## config.mk

```make
export PLATFORM = sky130hd
export DESIGN_NAME = adc_in_sync
export DESIGN_NICKNAME = d
export VERILOG_FILES = /design/src/rtl/adc_in_sync.sv
export SDC_FILE = /design/constraint.sdc
export NUM_CORES = 1
export LEC_CHECK = 0
export ABC_AREA = 1
export BUFFER_PORTS_ARGS = -buffer_cell sky130_fd_sc_hd__buf_2
export CORE_AREA = 2 2 39 41
export CTS_CLUSTER_SIZE = 28
export DETAILED_ROUTE_END_ITERATION = 6
export DIE_AREA = 0 0 41 43
export PLACE_DENSITY = 0.44
export SYNTH_ARGS = -nofsm -noshare
export SYNTH_HDL_FRONTEND = slang
export SYNTH_SLANG_ARGS = --single-unit
```

## constraint.sdc

```tcl
create_clock -name clk_i -period 0.8 [get_ports clk_i]
set_input_delay 0.12 -clock clk_i [delete_from_list [all_inputs] [get_ports clk_i]]
set_output_delay 0.12 -clock clk_i [all_outputs]
set_load 0.02 [all_outputs]
```

## src/rtl/adc_in_sync.sv

```systemverilog
module adc_in_sync #(
  parameter int unsigned WIDTH  = 3,
  parameter int unsigned STAGES = 2
) (
  input  logic             clk_i,
  input  logic             rst_ni,
  input  logic [WIDTH-1:0] d_i,
  output logic [WIDTH-1:0] lvl_o,
  output logic [WIDTH-1:0] rise_o,
  output logic [WIDTH-1:0] fall_o
);
  for (genvar b = 0; b < WIDTH; b++) begin : g_bit
    logic [STAGES-1:0] chain_q;
    logic              last_q;

    always_ff @(posedge clk_i or negedge rst_ni) begin
      if (!rst_ni) begin
        chain_q <= '0;
        last_q  <= 1'b0;
      end else begin
        chain_q <= {chain_q[STAGES-2:0], d_i[b]};
        last_q  <= chain_q[STAGES-1];
      end
    end

    assign lvl_o[b]  = chain_q[STAGES-1];
    assign rise_o[b] = chain_q[STAGES-1] & ~last_q;
    assign fall_o[b] = ~chain_q[STAGES-1] & last_q;
  end
endmodule

```

Yosys cells after proc, flatten, opt, wreduce, memory -nomap -nowiden --
Cells that the tools add are included.
Operators by class: bitwise gates (word level) 12
Operators with widths (count):
- 1-bit bitwise AND | 6
- 1-bit NOT | 6
Storage, ports and cells: register bits after elaboration 9, input port bits 5, output and inout port bits 9, word-level logic and storage cells 18

Depth between registers and ports, before layout --
word-level depth 2, gate-level depth with buffers 2, gate-level depth less buffers 2

Least setup slack after synthesis --
Ideal clock, no wire load.
kind register to output, start reg g_bit[0].chain_q[1], end out fall_o[0], arrival time 0.685 ns, required time 0.680 ns, slack -0.005 ns, stages on the path, launching flop included 2, buffers on the path 0, cell sequence dfrtp_1 -> nor2_1
On the way: longest elaborated chain between the ends 2
Ends and longest elaborated chain:
- start, declared | line 13 | logic [STAGES-1:0] chain_q;
- start signal, assigned | line 21 | chain_q <= {chain_q[STAGES-2:0], d_i[b]};
- 1-bit NOT | line 28 | assign fall_o[b] = ~chain_q[STAGES-1] & last_q;
- 1-bit bitwise AND | line 28
- end, declared | line 10 | output logic [WIDTH-1:0] fall_o
Every way passes these cells.

Worst setup path in the final report --
start reg g_bit[2].chain_q[1], end out rise_o[2]
On the way: longest elaborated chain between the ends 1
Ends and longest elaborated chain:
- start, declared | line 13
- start signal, assigned | line 21
- 1-bit bitwise AND | line 27 | assign rise_o[b] = chain_q[STAGES-1] & ~last_q;
- end, declared | line 9 | output logic [WIDTH-1:0] rise_o,
Every way passes these cells.

==> summary.md <==
| Metric | Value |
|---|---|
| Final hold vios | 0 |
| IO Port Bufs | 13 |
| Post-route insts no fill | 59 |
| Synth Area per Inst | about 12 um2 |
| Worst Slack Setup Final | -0.237 ns |
| Root buf cell | clkbuf_4 |
| Final period utilization | 130% |
| Die Area | ~1800 um2 |
| DRT Pass-1 Iters | 1 |
| Gr usage total | slightly below 6% |
| Final Core Density | 32.5% |
| Post-synth top area cell | dfrtp_1 |
| Worst-path clk slew | around 0.060 ns |
| Post-synth cell types | 4 |
| Cell area power density | about 2100 nW/um2 |
| Rows | 14 |
| EDFF count, synth | 0 |
| Core Area | roughly 1400 um2 |
| CTS Buffer Depth | 2 |
| Commonest cells in the netlist | dfrtp_1, inv_1, nor2_1 |
| Post-synth top flop | dfrtp_1 |
| Final setup fails | 9 |
| Routed WL per cell | 7.27 um |
| Failing checks | setup timing |
| Max Freq | a little under 1 GHz |
| Layout net count | between 40 and 50 |
| Total number of vias | 201 |
| Syn_nets | 29 |
| CTS tree | yes |
| Filler cells | between 100 and 150 |
| Fin. max-slew vios | 0 |
| Fraction of layout cells with a size suffix above 1 | 39.5% |
| Final setup TNS | -1.74 ns |
| Worst r2r src | g_bit[2].chain_q[1]$_DFF_PN0_ |
| FF+latch count, synth | 9 |
| Peak VDD IR | between 0.7 and 0.8 mV |
| Sequential fraction of the synthesis area | between 70% and 80% |
| Crit. Startpoint | g_bit[2].chain_q[1]$_DFF_PN0_ |
| Horiz. Die Dim | 41 um |
| Async set-reset flop share out of synthesis | 100% |
| CTS buffer count | 3 |
| Top cell type's share of synthesized area | 76.9% |
| Worst skew pair latency | around 0.25 ns |
| YS warnings | 0 |
| Cell with the most instances after synthesis | dfrtp_1 |
| Largest net degree at the start of global routing | 10 |
| R2R setup slack | 0.15 ns |
| Syn Std Cell Area | ~290 um2 |
| Crit end category | output pin |
| P_leak | ~0.25 nW |
| Number of global-route vias before repair | between 150 and 200 |
| RSZ-0062 raised after global routing | yes |
| GP Congestion | 0.518 |
| Post-synthesis cell count | 24 |
| N_diodes | 0 |
| H-tree level count | 1 |
| Drt initial violations | 0 |
| CP Max Fanout | 4 |
| Arr. time, crit path | 0.92 ns |
| Largest cells by area after synthesis | dfrtp_1, buf_4, inv_1 |
| Tot Pwr | around 0.94 mW |
| Final ANT Viol Nets | 0 |
| Die span in y | roughly 43 um |
| CTS sink cnt | 9 |
| Min cycle time layout | 1.04 ns |
| Starting density of the core | between 20% and 30% |
| Total congestion overflow | 0 |
| Syn-to-layout area delta | 53.8% |
| Vias per inst | 3.41 |
| IO Pins | 14 |
| First-pass GRT wire length | slightly below 600 um |
| MaxCap Viol Count | 0 |
| Initial antenna violation count | 0 |
| Worst Skew | ~0.0027 ns |
| Pre-CTS WS | approximately 0.017 ns |
| Crit Path Category | reg2out |
| Worst-Margin Slew | 0.194 ns |
| Slew margin rel. | roughly 87% |
| DRC viols | 0 |
| Worst Hold Class | in2async |
| Req. time, crit path | between 0.6 and 0.7 ns |
| Outcome | complete, but fails checks |
| Inst Count DP | 50 |
| Total wire length | between 400 and 500 um |
| Worst setup SP type | flop |
## per-layer routing
| metal | vias up | wire (um) | global-route usage (%) |
|---|---|---|---|
| met5 | - | 0 | 0 |
| met1 | 87 | 179 | 5.69 |
| met3 | 0 | 55 | 7.85 |
| met2 | 13 | 195 | 6.88 |
| met4 | 0 | 0 | 2.00 |
| li1 | 101 | - | - |
## what timing repair did
item,4_1_cts,5_1_grt
resized for setup,8,0
setup buffers,1,0
hold endpoints to repair,12,0
hold buffers,4,0
setup endpoints to repair,9,9
gates cloned,0,0
pin swaps,2,1
## critical path: stages, from the launching register on
cell and delay [ns]:
dfrtp_1 0.39, inv_1 0.05, nor2_1 0.08, buf_4 0.14
## placed cells by master, fill, tap and decap left out
cell type and instances:
buf_4 7, buf_6 1, nor2_1 6, clkbuf_1 1, buf_2 6, dfrtp_1 9, inv_1 6, dlygate4sd3_1 4
clkbuf_4 3
## sequential cells by signal, indices dropped and copies added (netlist names)
name,flops
g_bit.chain_q,6
g_bit.last_q,3
## metrics by stage
stage                     cell area, um2  hold slack, ns
after floorplan                      293          -0.176
after global placement               355         -0.0210
after detailed placement             355         -0.0204
after CTS                            450           0.228
after global routing                 450           0.261
final                                450           0.240
## logic make-up (layout without fill, tap and decap cells)
kind of cell / Yosys count / after routing / synth area share [%]
simple gates: 6 / 6 / 7.69
buf+inv: 9 / 28 / 15.4
flops: 9 / 9 / 76.9
## power by group
part,internal (mW),total [mW],switching (mW)
logic,0.0550,0.113,0.0576
registers,0.479,0.491,0.0129
clock network,0.191,0.334,0.143
## layout make-up
| cell class | count | area (um2) | area share [%] |
|---|---|---|---|
| clock buffer | 4 | 26.3 | 5.83 |
| inverter | 6 | 22.5 | 5.00 |
| multi-input combinational | 6 | 22.5 | 5.00 |
| sequential | 9 | 225 | 50.0 |
| tap | 16 | 20.0 | 4.44 |
| timing repair buffer | 18 | 134 | 29.7 |
## path summary, 6_finish.rpt
path | end | depth (start not counted)
max | rise_o[2] | 3
max reg2reg | g_bit[2].last_q$_DFF_PN0_ | 1
min reg2reg | g_bit[1].chain_q[1]$_DFF_PN0_ | 0
max in group asynchronous | g_bit[0].chain_q[0]$_DFF_PN0_ | 2
min | g_bit[1].last_q$_DFF_PN0_ | 2
min in group clk_i | g_bit[1].chain_q[1]$_DFF_PN0_ | 0
Note: power is estimated with default switching activity, not from simulation.
